File: src/rtl/clkmon_pkg.sv
package clkmon_pkg;

  typedef struct packed {
    logic busFail;
    logic otherFail;
    logic rxLost;
  } monStatus_t;

  typedef struct packed {
    logic freezeMon;
  } ctrlStrobe_t;

  typedef enum logic [1:0] {
    ST_RUN   = 2'd0,
    ST_DRAIN = 2'd1,
    ST_SAFE  = 2'd2
  } ctrlState_t;

endpackage

File: src/rtl/clkmon_edge_timer.sv
module clkmon_edge_timer #(
  parameter int LIMIT       = 16,
  parameter int SYNC_STAGES = 2
) (
  input  logic refClk,
  input  logic rstN,
  input  logic togIn,
  input  logic qualify,
  input  logic hold,
  output logic expired
);
  localparam int CW = $clog2(LIMIT + 2);

  logic [SYNC_STAGES-1:0] syncQ;
  logic                   lastQ;
  logic [CW-1:0]          cnt;
  logic                   edgeSeen;

  assign edgeSeen = syncQ[SYNC_STAGES-1] ^ lastQ;
  assign expired  = (cnt > CW'(LIMIT));

  always_ff @(posedge refClk or negedge rstN) begin
    if (!rstN) begin
      syncQ <= '0;
      lastQ <= 1'b0;
      cnt   <= '0;
    end else begin
      syncQ <= {syncQ[SYNC_STAGES-2:0], togIn};
      lastQ <= syncQ[SYNC_STAGES-1];
      if (!hold) begin
        if (!qualify || edgeSeen) begin
          cnt <= '0;
        end else if (cnt <= CW'(LIMIT)) begin
          cnt <= cnt + 1'b1;
        end
      end
    end
  end

  AST_QUALIFY_GATES: assert property (@(posedge refClk) disable iff (!rstN)
    (!qualify && !hold) |=> !expired);

endmodule

File: src/rtl/clkmon_datapath.sv
module clkmon_datapath
  import clkmon_pkg::*;
#(
  parameter int NUM_CLKS    = 3,
  parameter int BUS_IDX     = 0,
  parameter int CLK_TIMEOUT = 16,
  parameter int RX_TIMEOUT  = 100
) (
  input  logic                refClk,
  input  logic                rstN,
  input  logic [NUM_CLKS-1:0] monClkTog,
  input  logic                rxClkTog,
  input  logic                carrierSense,
  input  ctrlStrobe_t         strobe,
  output monStatus_t          status
);
  localparam logic [NUM_CLKS-1:0] BUS_MASK = NUM_CLKS'(1) << BUS_IDX;

  logic [NUM_CLKS-1:0] clkDead;
  logic [1:0]          carrierSync;
  logic                rxDead;

  for (genvar g = 0; g < NUM_CLKS; g++) begin : gen_mon
    clkmon_edge_timer #(.LIMIT(CLK_TIMEOUT), .SYNC_STAGES(2)) u_timer (
      .refClk (refClk),
      .rstN   (rstN),
      .togIn  (monClkTog[g]),
      .qualify(1'b1),
      .hold   (strobe.freezeMon),
      .expired(clkDead[g])
    );
  end

  always_ff @(posedge refClk or negedge rstN) begin
    if (!rstN) carrierSync <= '0;
    else       carrierSync <= {carrierSync[0], carrierSense};
  end

  clkmon_edge_timer #(.LIMIT(RX_TIMEOUT), .SYNC_STAGES(2)) u_rxTimer (
    .refClk (refClk),
    .rstN   (rstN),
    .togIn  (rxClkTog),
    .qualify(carrierSync[1]),
    .hold   (1'b0),
    .expired(rxDead)
  );

  assign status.busFail   = |(clkDead & BUS_MASK);
  assign status.otherFail = |(clkDead & ~BUS_MASK);
  assign status.rxLost    = rxDead;

endmodule

File: src/rtl/clkmon_control.sv
module clkmon_control
  import clkmon_pkg::*;
(
  input  logic        refClk,
  input  logic        rstN,
  input  logic        dmaBusy,
  input  monStatus_t  status,
  output ctrlStrobe_t strobe,
  output logic        slowMode,
  output logic        abortDma,
  output logic        resetReq
);
  ctrlState_t state, nextState;
  logic       abortNext;

  always_comb begin
    nextState = state;
    abortNext = 1'b0;
    case (state)
      ST_RUN: begin
        if (status.busFail) begin
          nextState = ST_SAFE;
          abortNext = dmaBusy;
        end else if (status.otherFail) begin
          nextState = dmaBusy ? ST_DRAIN : ST_SAFE;
        end
      end
      ST_DRAIN: begin
        if (status.busFail) begin
          nextState = ST_SAFE;
          abortNext = dmaBusy;
        end else if (!dmaBusy) begin
          nextState = ST_SAFE;
        end
      end
      ST_SAFE: nextState = ST_SAFE;
      default: nextState = ST_SAFE;
    endcase
  end

  always_ff @(posedge refClk or negedge rstN) begin
    if (!rstN) begin
      state    <= ST_RUN;
      abortDma <= 1'b0;
      resetReq <= 1'b0;
    end else begin
      state    <= nextState;
      abortDma <= abortNext;
      resetReq <= resetReq | status.rxLost;
    end
  end

  assign slowMode = (state == ST_SAFE);
  assign strobe   = '{freezeMon: slowMode};

  AST_ABORT_WITH_SLOW: assert property (@(posedge refClk) disable iff (!rstN)
    abortDma |-> slowMode);
  AST_ABORT_PULSE: assert property (@(posedge refClk) disable iff (!rstN)
    abortDma |=> !abortDma);
  AST_ABORT_NEEDS_BUSY: assert property (@(posedge refClk) disable iff (!rstN)
    abortDma |-> $past(dmaBusy));
  AST_BUS_FAIL_ABORTS: assert property (@(posedge refClk) disable iff (!rstN)
    (!slowMode && status.busFail && dmaBusy) |=> abortDma);
  AST_DRAIN_HOLDS: assert property (@(posedge refClk) disable iff (!rstN)
    (state == ST_DRAIN && dmaBusy && !status.busFail) |=> (!slowMode && !abortDma));
  AST_SLOW_STICKY: assert property (@(posedge refClk) disable iff (!rstN)
    slowMode |=> slowMode);
  AST_RESET_STICKY: assert property (@(posedge refClk) disable iff (!rstN)
    resetReq |=> resetReq);

endmodule

File: src/rtl/clock_health_monitor.sv
module clock_health_monitor
  import clkmon_pkg::*;
#(
  parameter int NUM_CLKS    = 3,
  parameter int BUS_IDX     = 0,
  parameter int CLK_TIMEOUT = 16,
  parameter int RX_TIMEOUT  = 100
) (
  input  logic                refClk,
  input  logic                rstN,
  input  logic [NUM_CLKS-1:0] monClkTog,
  input  logic                dmaBusy,
  input  logic                rxClkTog,
  input  logic                carrierSense,
  output logic                slowMode,
  output logic                abortDma,
  output logic                resetReq
);
  monStatus_t  status;
  ctrlStrobe_t strobe;

  clkmon_datapath #(
    .NUM_CLKS   (NUM_CLKS),
    .BUS_IDX    (BUS_IDX),
    .CLK_TIMEOUT(CLK_TIMEOUT),
    .RX_TIMEOUT (RX_TIMEOUT)
  ) u_datapath (
    .refClk      (refClk),
    .rstN        (rstN),
    .monClkTog   (monClkTog),
    .rxClkTog    (rxClkTog),
    .carrierSense(carrierSense),
    .strobe      (strobe),
    .status      (status)
  );

  clkmon_control u_control (
    .refClk  (refClk),
    .rstN    (rstN),
    .dmaBusy (dmaBusy),
    .status  (status),
    .strobe  (strobe),
    .slowMode(slowMode),
    .abortDma(abortDma),
    .resetReq(resetReq)
  );

endmodule

File: config.mk
export PLATFORM = sky130hd
export DESIGN_NAME = clock_health_monitor
export DESIGN_NICKNAME = d
export VERILOG_FILES = /design/src/rtl/clkmon_pkg.sv /design/src/rtl/clkmon_edge_timer.sv /design/src/rtl/clkmon_datapath.sv /design/src/rtl/clkmon_control.sv /design/src/rtl/clock_health_monitor.sv
export SDC_FILE = /design/constraint.sdc
export NUM_CORES = 1
export LEC_CHECK = 0
export BUFFER_PORTS_ARGS = -buffer_cell sky130_fd_sc_hd__buf_2
export CAP_MARGIN = 15
export CORE_ASPECT_RATIO = 2
export CORE_MARGIN = 1.5
export CORE_UTILIZATION = 25
export DETAILED_ROUTE_END_ITERATION = 8
export PLACE_DENSITY = 0.46
export SETUP_SLACK_MARGIN = 0.4
export SYNTH_ARGS = -nofsm -noshare
export SYNTH_HDL_FRONTEND = slang
export SYNTH_SLANG_ARGS = --single-unit
File: constraint.sdc
create_clock -name refClk -period 1.91 [get_ports refClk]
set_clock_uncertainty 0.05 [all_clocks]
set_input_delay 0.0955 -clock refClk [delete_from_list [all_inputs] [get_ports refClk]]
set_output_delay 0.0955 -clock refClk [all_outputs]
set_load 0.02 [all_outputs]
==> key figures, run 1 <==
Die
  – Starting Density: 26.0%
  – FP Rows: 42
  – Chip width: 61.9 um
  – Die Y: 121 um
  – Die Footprint: 7470 um2
  – Top Ports: 11
  – Core box area: 6670 um2

Setup path
  – R2R Path Start: u_datapath.gen_mon[1].u_timer.cnt[0]
  – CP arrival: 1860 ps
  – Crit-path max FO: 2
  – Critical path launch point type: flop
  – Required time of the critical path: 2030 ps
  – Critical Path Start: u_datapath.gen_mon[1].u_timer.cnt[0]
  – WS Path Type: flop to flop
  – Critical path capture point type: flop

Outcome
  – Outcome: finished clean

Power
  – Internal power: 1.55 mW
  – Combinational power share: 15.7%
  – Sequential power share: 45.1%
  – Sw Share: 25.0%
  – Worst vdd ir: 585 uV
  – P_leak: 1.11 nW
  – Net switching power: 0.515 mW
  – Power Dens Cells: 868 nW/um2
  – Total power: 2.06 mW
  – Clk pwr share: 39.2%

Synth
  – Post-Syn Nets: 170
  – #FFs+latches synth: 40
  – Yosys warns: 0
  – Cell accounting for the most synthesized area: dfrtp_1
  – Synth top area share: 57.8%
  – Library cells used by synthesis: 34
  – Register area share after synthesis: 57.8%
  – Post-Syn Area: 1730 um2
  – Cells after Synth: 154
  – Syn_area_per_cell: 11.3 um2
  – Largest cells by area after synthesis: dfrtp_1 58%, ha_1 5.8%, o21ai_0 3.5%

Clock tree
  – CTS tree: done
  – Clk root buf: clkbuf_16
  – Deepest clock path buffer count: 2
  – Sink Count: 40
  – Worst skew pair latency: 290 ps
  – Cts bufs inserted: 5
  – H-tree Lvls: 2
  – Clock transition at path regs: 60 ps

Detailed routing
  – Routed wire length: 3.69 mm
  – Vias: 1292
  – Drt via density: 4.52
  – DRT iter0 DRCs: 33
  – Drt first pass iters: 4
  – Routed Antenna Nets: 0
  – Per-cell routed wire length: 12.9 um
  – Final routed DRC violation total: 0

Place
  – DP Worst Slack: 108 ps
  – Number of I/O port buffers: 10
  – Post-DP HPWL: 2.54 mm
  – Cell Area, Placed: 1970 um2
  – Final RePlAce weighted congestion: 0.739
  – Placed cells: 259

STA
  – Fin. Hold Viols: 0
  – Post-route setup slack: 171 ps
  – Final worst path period need: 1740 ps
  – Worst-margin pin slew: 404 ps
  – Slew Limit Fails: 0
  – Crit share post-route: 91.1%
  – FMAX: 575 MHz
  – Setup Total Neg Slack: 0 ps
  – Final setup viols: 0
  – RSZ-0062 raised after global routing: true
  – Hold Slack: 56.5 ps
  – Relative slew margins: 72.9%

Worst hold path
  – Worst hold start: dmaBusy
  – Hold WC Path Type: input pin to flop

Global routing
  – GRT Util Overall: 12.0%
  – GRT overflow: 0
  – Vias in the first global route: 1406
  – Largest net degree at the start of global routing: 15
  – First-pass GRT wire length: 6.49 mm
  – Initial antenna violation count: 0

Run
  – Max cap viols: 0

Finish
  – Post-layout util: 35.6%
  – Synthesis-to-finish area growth: 37.3%
  – Nets: 214
  – Diode count: 0
  – Final cell count without fillers: 286
  – Layout cells sized above 1: 35.4%
  – Post-route cell area: 2380 um2
cells in the mapped netlist, drive strengths merged:
library cell / instances
inv: 14
a41oi: 3
nor4b: 1
a211oi: 3
or4: 2
clkbuf: 1
a31oi: 1
nand4: 1
a21oi: 7
and3: 1
ha: 8
nand2: 13
o21ai: 12
mux2: 3
a21o: 1
nor2: 7
xor2: 4
and4b: 1
xnor2: 3
and2: 2
or3b: 3
a22o: 5
clkinv: 1
a211o: 2
o211ai: 2
nand3: 2
and3b: 1
nor3: 6
or2: 1
mux2i: 1
nand2b: 2
dfrtp: 40
flip-flops by register name, summed over array words and instances, names as in the netlist:
| register | flops |
|---|---|
| u_datapath.u_rxTimer.lastQ | 1 |
| u_datapath.u_rxTimer.cnt | 7 |
| u_datapath.gen_mon.u_timer.syncQ | 6 |
| u_datapath.carrierSync | 2 |
| u_control.abortDma | 1 |
| u_datapath.gen_mon.u_timer.lastQ | 3 |
| u_datapath.u_rxTimer.syncQ | 2 |
| u_datapath.gen_mon.u_timer.cnt | 15 |
| u_control.state | 2 |
| u_control.resetReq | 1 |
cell usage in the layout (no fill, tap or decap), drive strengths merged, types with 4 or more instances in the layout:
master and instances:
o21ai 12, buf 32, dlygate4sd3 6, dfrtp 40
clkbuf 5, nand2 13, nor3 6, xor2 4
a22o 5, nor2 7, inv 14, a21oi 7
ha 8
worst max-delay path, cell delays in order (launching register included):
cell	delay (ps)
dfrtp_1	370
inv_1	60
ha_1	120
or3b_4	370
and2_4	150
a211o_1	250
a211o_1	250
what timing repair did:
item,in CTS,in global routing
setup buffers,10,4
hold endpoints to repair,17,0
endpoints found under the setup margin,15,16
pin swaps,4,8
hold buffers,6,0
gates resized for setup,14,14
routing by layer:
metal  track usage, %  wire length, um  vias up
li1                 -                -      622
met1             12.1             1350      648
met2             21.1             2170       15
met3             3.21               82        7
met4             5.98               96        0
met5                0                0        -
cell families (layout without fill, tap and decap cells):
kind of cell | count (synthesis) | in the layout | synth area share, %
compound gates | 36 | 36 | 13.6
flops | 40 | 40 | 57.8
simple gates | 43 | 43 | 13.4
xor+xnor | 7 | 7 | 3.54
buf+inv | 16 | 60 | 3.47
fa+ha+maj | 8 | 8 | 5.78
mux | 4 | 4 | 2.53
power groups by stage:
stage                     combinational (mW)  clock (mW)  sequential (mW)
after floorplan                        0.134           0            0.943
after global placement                 0.209           0            0.949
after detailed placement               0.210           0            0.951
after CTS                              0.293       0.845            0.928
after global routing                   0.370       0.868            0.936
final                                  0.324       0.809            0.931
final timing paths:
check                                                         end  slack [ps]  cells past startpoint
setup / recovery                               u_control.state[1]         170                      6
hold / removal                                 u_control.state[0]          60                      3
setup reg to reg                               u_control.state[1]         170                      6
hold reg to reg            u_datapath.gen_mon[0].u_timer.syncQ[1]         300                      0
max in group asynchronous    u_datapath.gen_mon[2].u_timer.cnt[0]        1080                      3
min in group asynchronous    u_datapath.gen_mon[2].u_timer.cnt[4]         210                      2
cell type report:
class | count | area [um2]
Clock buffer | 5 | 125
Clock inverter | 2 | 12.5
Fill cell | 704 | 4300
Inverter | 15 | 60.1
Multi-Input combinational cell | 98 | 791
Sequential cell | 40 | 1000
Tap cell | 88 | 110
Timing Repair Buffer | 38 | 279
Power figures use the tool's default switching activity.
==> run 2: changes to the inputs <==
--- a/config.mk
+++ b/config.mk
@@ -5,12 +5,14 @@
 export SDC_FILE = /design/constraint.sdc
 export NUM_CORES = 1
 export LEC_CHECK = 0
+export ABC_AREA = 0
 export BUFFER_PORTS_ARGS = -buffer_cell sky130_fd_sc_hd__buf_2
 export CAP_MARGIN = 15
 export CORE_ASPECT_RATIO = 2
 export CORE_MARGIN = 1.5
 export CORE_UTILIZATION = 25
 export DETAILED_ROUTE_END_ITERATION = 8
+export HOLD_SLACK_MARGIN = 0.12
 export PLACE_DENSITY = 0.46
 export SETUP_SLACK_MARGIN = 0.4
 export SYNTH_ARGS = -nofsm -noshare
==> run 2 against run 1 <==
Global-route usage is essentially flat. Worst hold slack gained 150 ps. Critical path type unchanged. Highest routed layer unchanged. Sequential power about the same. Critical endpoint unchanged. Clock-buffer cell count unchanged. Total power up 0.11%. Non-clock buffer count rose by 1.
==> key figures, run 2 (synthesis gave the netlist of run 1 again) <==
Finish
  – Diode count: 0 (unchanged)
  – Fillcell total: 705 (+0.14%)
  – Most frequent cells in the layout: 40 x dfrtp_1, 21 x buf_4, 11 x nand2_1
  – Post-route cell area: 2390 um2 (+0.42%)
  – Final cell count without fillers: 287 (+0.35%)
  – Storage element area: 1000 um2 (unchanged)
  – Max reg flops: 15 (unchanged)
  – Largest regs: u_datapath.gen_mon.u_timer.cnt: 15 flops, u_datapath.u_rxTimer.cnt: 7 flops, u_datapath.gen_mon.u_timer.syncQ: 6 flops
  – Nets: 215 (+0.47%)
  – Multi-input logic area: 791 um2 (unchanged)
  – Synthesis-to-finish area growth: 37.8%
  – Largest register by flop count: u_datapath.gen_mon.u_timer.cnt
  – Commonest non-fill, non-tap cell in the layout: dfrtp_1
  – Post-layout util: 35.8% (+0.15 points)
  – Layout cells sized above 1: 35.2% (-0.18 points)

Setup path
  – Required time of the critical path: 2030 ps (about the same)
  – WS Path Type: flop to flop
  – CP arrival: 1860 ps (about the same)
  – Crit-path max FO: 2 (unchanged)
  – R2r setup slk: 170 ps (about the same)
  – Critical path launch point type: flop
  – Critical path capture point type: flop
  – FF-to-FF path depth: 6 (unchanged)
  – Worst flop-to-flop path endpoint: u_control.state[1]
  – R2R Path Start: u_datapath.gen_mon[1].u_timer.cnt[0]

Power
  – Net switching power: 0.516 mW (+0.17%)
  – Sw Share: 25.0% (about the same)
  – P_leak: 1.11 nW (+0.38%)
  – Internal power: 1.55 mW (about the same)
  – Worst vdd ir: 586 uV (about the same)
  – Combinational power share: 15.7% (about the same)
  – Sequential power share: 45.1% (about the same)
  – Power Dens Cells: 865 nW/um2 (-0.31%)
  – Clk pwr share: 39.2% (about the same)
  – Total power: 2.07 mW (+0.11%)

STA
  – Worst-margin pin slew: 419 ps (+15.0 ps)
  – Final worst path period need: 1740 ps (-0.0510 ps)
  – Slew Limit Fails: 0 (unchanged)
  – Fin. Hold Viols: 0 (unchanged)
  – Final setup viols: 0 (unchanged)
  – FMAX: 575 MHz (about the same)
  – Hold Slack: 210 ps (+154 ps)
  – Post-route setup slack: 171 ps (+0.0510 ps)
  – Relative slew margins: 71.9% (-1.0 points)
  – Crit share post-route: 91.1% (about the same)
  – RSZ-0062 raised after global routing: true
  – Setup Total Neg Slack: 0 ps (unchanged)

Detailed routing
  – Drt first pass iters: 4 (unchanged)
  – Routed wire length: 3.71 mm (+0.46%)
  – Per-cell routed wire length: 12.9 um (+0.11%)
  – Routed Antenna Nets: 0 (unchanged)
  – Drt via density: 4.49 (-0.66%)
  – DRT iter0 DRCs: 32 (-3.0%)
  – Final routed DRC violation total: 0 (unchanged)
  – Vias: 1288 (-0.31%)

Die
  – Top Ports: 11 (unchanged)
  – FP Rows: 42 (unchanged)
  – Core box area: 6670 um2 (unchanged)
  – Die Y: 121 um (unchanged)
  – Starting Density: 26.0% (unchanged)
  – Chip width: 61.9 um (unchanged)
  – Die Footprint: 7470 um2 (unchanged)

Global routing
  – Vias in the first global route: 1427 (+1.5%)
  – Initial antenna violation count: 0 (unchanged)
  – Largest net degree at the start of global routing: 15 (unchanged)
  – First-pass GRT wire length: 6.52 mm (+0.52%)
  – GRT overflow: 0 (unchanged)
  – GRT Util Overall: 12.0% (+0.042 points)

Place
  – Cell Area, Placed: 1970 um2 (unchanged)
  – Placed cells: 259 (unchanged)
  – Number of I/O port buffers: 10 (unchanged)
  – DP Worst Slack: 108 ps (unchanged)
  – Final RePlAce weighted congestion: 0.739 (unchanged)
  – Post-DP HPWL: 2.54 mm (unchanged)

Clock tree
  – Worst skew pair latency: 290 ps (about the same)
  – H-tree Lvls: 2 (unchanged)
  – CTS tree: done
  – Clock transition at path regs: 60 ps (about the same)
  – Clk root buf: clkbuf_16
  – Cts bufs inserted: 5 (unchanged)
  – Sink Count: 40 (unchanged)
  – Deepest clock path buffer count: 2 (unchanged)

Outcome
  – Outcome: finished clean

Run
  – Max cap viols: 0 (unchanged)

Worst hold path
  – Hold WC Path Type: input pin to asynchronous set/reset pin
run 2: cell type report:
type,instances,area share [%]
Clock inverter,2,0.524
Multi-Input combinational cell,98,33.1
Tap cell,88,4.61
Inverter,15,2.51
Clock buffer,5,5.24
Timing Repair Buffer,39,12.1
Sequential cell,40,41.9
run 2: worst max-delay path, stage by stage (launching register included):
cell and delay (ps):
dfrtp_1 370, inv_1 60, ha_1 120, or3b_4 370
and2_4 150, a211o_1 250, a211o_1 250
run 2: worst max path at each step:
stage                     slack (ps)                                  from                  to
after global routing              80  u_datapath.gen_mon[1].u_timer.cnt[1]  u_control.state[1]
after global placement           130  u_datapath.gen_mon[1].u_timer.cnt[0]  u_control.state[1]
after CTS                        140  u_datapath.gen_mon[1].u_timer.cnt[0]  u_control.state[1]
after detailed placement         110  u_datapath.gen_mon[1].u_timer.cnt[0]  u_control.state[1]
final                            170  u_datapath.gen_mon[1].u_timer.cnt[0]  u_control.state[1]
after floorplan                  180  u_datapath.gen_mon[1].u_timer.cnt[0]  u_control.state[1]
run 2: what timing repair did:
action / 4_1_cts / 5_1_grt
endpoints found under the hold margin: 48 / 0
pin swaps: 4 / 8
resized for setup: 14 / 14
cloned: 0 / 0
setup endpoints to repair: 15 / 16
setup buffers: 10 / 4
hold buffers: 7 / 0
run 2: layer usage:
metal | wire [um] | vias up | global-route usage (%)
met5 | 0 | - | 0
met4 | 96 | 0 | 6.25
met3 | 73 | 6 | 3.21
met2 | 2180 | 13 | 21.3
met1 | 1360 | 643 | 11.9
li1 | - | 626 | -
run 2: power by group through the flow:
stage / clock network, mW / registers, mW / logic, mW
finish: 0.809 / 0.931 / 0.325
global route: 0.867 / 0.936 / 0.372
detailed placement: 0 / 0.951 / 0.210
CTS: 0.845 / 0.928 / 0.295
floorplan: 0 / 0.943 / 0.134
global placement: 0 / 0.949 / 0.209
==> run 3: changes to the inputs <==
--- a/config.mk
+++ b/config.mk
@@ -14,6 +14,7 @@
 export DETAILED_ROUTE_END_ITERATION = 8
 export HOLD_SLACK_MARGIN = 0.12
 export PLACE_DENSITY = 0.46
+export RECOVER_POWER = 25
 export SETUP_SLACK_MARGIN = 0.4
 export SYNTH_ARGS = -nofsm -noshare
 export SYNTH_HDL_FRONTEND = slang
==> run 3 against run 2 <==
Final cell count stayed put. Combinational power barely moved. Cell area hardly changed. Global-route usage stayed put. Via count is the same. Die area is the same. Flip-flop and latch count is the same. Largest power group unchanged.
==> key figures, run 3 (synthesis gave the netlist of run 1 again) <==
Setup path
  – CP arrival: 1860 ps (about the same)
  – Most used cell, CP: a211o_1
  – Worst path top cell family by delay: simple AND/OR/NAND/NOR gates
  – Crit-path cells: inv_1 -> ha_1 -> or3b_4 -> and2_4 -> a211o_1 -> a211o_1
  – CP max-delay cell: dfrtp_1
  – WS Path Type: flop to flop
  – Crit-path max FO: 2 (unchanged)
  – Crit path buf inv count: 1 (unchanged)
  – Critical path capture point type: flop
  – R2r setup slk: 170 ps (about the same)
  – Critical path launch point type: flop
  – Critical Path Max Stage Delay: 370 ps (about the same)
  – Required time of the critical path: 2030 ps (about the same)

Die
  – Top Ports: 11 (unchanged)
  – Core box area: 6670 um2 (unchanged)
  – Starting Density: 26.0% (unchanged)
  – Die Footprint: 7470 um2 (unchanged)
  – FP Rows: 42 (unchanged)
  – Chip width: 61.9 um (unchanged)
  – Die Y: 121 um (unchanged)

Global routing
  – Vias in the first global route: 1427 (unchanged)
  – Largest net degree at the start of global routing: 15 (unchanged)
  – GRT Util Overall: 12.0% (unchanged)
  – Initial antenna violation count: 0 (unchanged)
  – First-pass GRT wire length: 6.52 mm (unchanged)
  – GRT overflow: 0 (unchanged)

STA
  – FMAX: 575 MHz (unchanged)
  – RSZ-0062 raised after global routing: true
  – Crit share post-route: 91.1% (unchanged)
  – Final worst path period need: 1740 ps (unchanged)
  – Setup Total Neg Slack: 0 ps (unchanged)
  – Final setup viols: 0 (unchanged)
  – Fin. Hold Viols: 0 (unchanged)
  – Slew Limit Fails: 0 (unchanged)
  – Worst-margin pin slew: 820 ps (+401 ps)
  – Relative slew margins: 45.3% (-27 points)

Detailed routing
  – Top routing layer used: met4
  – Routed wire length: 3.71 mm (about the same)
  – Routed Antenna Nets: 0 (unchanged)
  – DRT iter0 DRCs: 32 (unchanged)
  – Vias: 1288 (unchanged)
  – Met3 wire len: 73 um (unchanged)
  – Final routed DRC violation total: 0 (unchanged)
  – Met2 routed WL: 2.18 mm (unchanged)
  – Per-cell routed wire length: 12.9 um (about the same)
  – Wire length on met1: 1.36 mm (-0.15%)
  – Drt via density: 4.49 (unchanged)
  – Drt first pass iters: 4 (unchanged)

Clock tree
  – Cts bufs inserted: 5 (unchanged)
  – H-tree Lvls: 2 (unchanged)
  – Worst skew pair latency: 290 ps (about the same)
  – Deepest clock path buffer count: 2 (unchanged)
  – Sink Count: 40 (unchanged)
  – Clock transition at path regs: 60 ps (about the same)
  – CTS tree: done
  – Clk root buf: clkbuf_16

Finish
  – Synthesis-to-finish area growth: 37.8% (about the same)
  – Most frequent cells in the layout: 40 x dfrtp_1, 21 x buf_4, 11 x nand2_1
  – Largest regs: u_datapath.gen_mon.u_timer.cnt: 15 flops, u_datapath.u_rxTimer.cnt: 7 flops, u_datapath.gen_mon.u_timer.syncQ: 6 flops
  – Diode count: 0 (unchanged)
  – Post-layout util: 35.8% (about the same)
  – Commonest non-fill, non-tap cell in the layout: dfrtp_1
  – Largest register by flop count: u_datapath.gen_mon.u_timer.cnt
  – Layout cells sized above 1: 34.7% (-0.50 points)
  – Nets: 215 (unchanged)
  – Final cell count without fillers: 287 (unchanged)
  – Max reg flops: 15 (unchanged)

Outcome
  – Outcome: finished clean

Place
  – Post-DP HPWL: 2.54 mm (unchanged)
  – Final RePlAce weighted congestion: 0.739 (unchanged)
  – Placed cells: 259 (unchanged)
  – Number of I/O port buffers: 10 (unchanged)

Power
  – Worst vdd ir: 586 uV (about the same)
  – Combinational power share: 15.7% (about the same)
  – P_leak: 1.11 nW (-0.25%)
  – Net switching power: 0.516 mW (about the same)
  – Sequential power share: 45.1% (about the same)
  – Internal power: 1.55 mW (about the same)
  – Clk pwr share: 39.2% (about the same)
  – Power Dens Cells: 865 nW/um2 (about the same)
  – Sw Share: 25.0% (about the same)

Run
  – Max cap viols: 0 (unchanged)

Worst hold path
  – Hold WC Path Type: flop to flop
run 3: final cells by class:
type	count	area [um2]
inverters	15	60.1
repair buffers	39	288
clock buffers	5	125
multi-input cells	98	791
fillers	706	4290
well taps	88	110
clock inverters	2	12.5
flip-flops and latches	40	1000
run 3: metrics by stage:
stage	power (mW)	cell area, um2	hold WS [ps]	setup WS (ps)
detailed placement	1.16	1970	-20.7	108
floorplan	1.08	1750	-250	178
CTS	2.07	2310	216	137
finish	2.07	2390	296	171
global placement	1.16	1970	-25.7	130
global route	2.18	2390	304	79.6
run 3: worst paths after layout:
kind,from,endpoint,cells after the start
max in group asynchronous,rstN,u_datapath.gen_mon[2].u_timer.cnt[0],3
min reg2reg,u_datapath.gen_mon[0].u_timer.syncQ[0],u_datapath.gen_mon[0].u_timer.syncQ[1],0
max reg2reg,u_datapath.gen_mon[1].u_timer.cnt[0],u_control.state[1],6
min in group asynchronous,rstN,u_datapath.gen_mon[2].u_timer.cnt[4],2
min,u_datapath.gen_mon[0].u_timer.syncQ[0],u_datapath.gen_mon[0].u_timer.syncQ[1],0
max,u_datapath.gen_mon[1].u_timer.cnt[0],u_control.state[1],6
run 3: routing by layer:
layer,vias to the layer above,track usage [%]
met3,6,3.21
met1,643,11.9
met4,0,6.25
met5,-,0
met2,13,21.3
li1,626,-
run 3: power by group through the flow:
stage               sequential, mW  combinational [mW]  clock [mW]
CTS                          0.928               0.295       0.845
floorplan                    0.943               0.134           0
global route                 0.936               0.372       0.867
finish                       0.931               0.325       0.809
detailed placement           0.951               0.210           0
global placement             0.949               0.209           0
run 3: repair_timing:
item / in CTS / in global routing
gates cloned: 0 / 0
resized for setup: 14 / 14
endpoints found under the hold margin: 48 / 0
endpoints found under the setup margin: 15 / 16
buffers inserted: 10 / 4
pin swaps: 4 / 8
hold buffers: 7 / 0
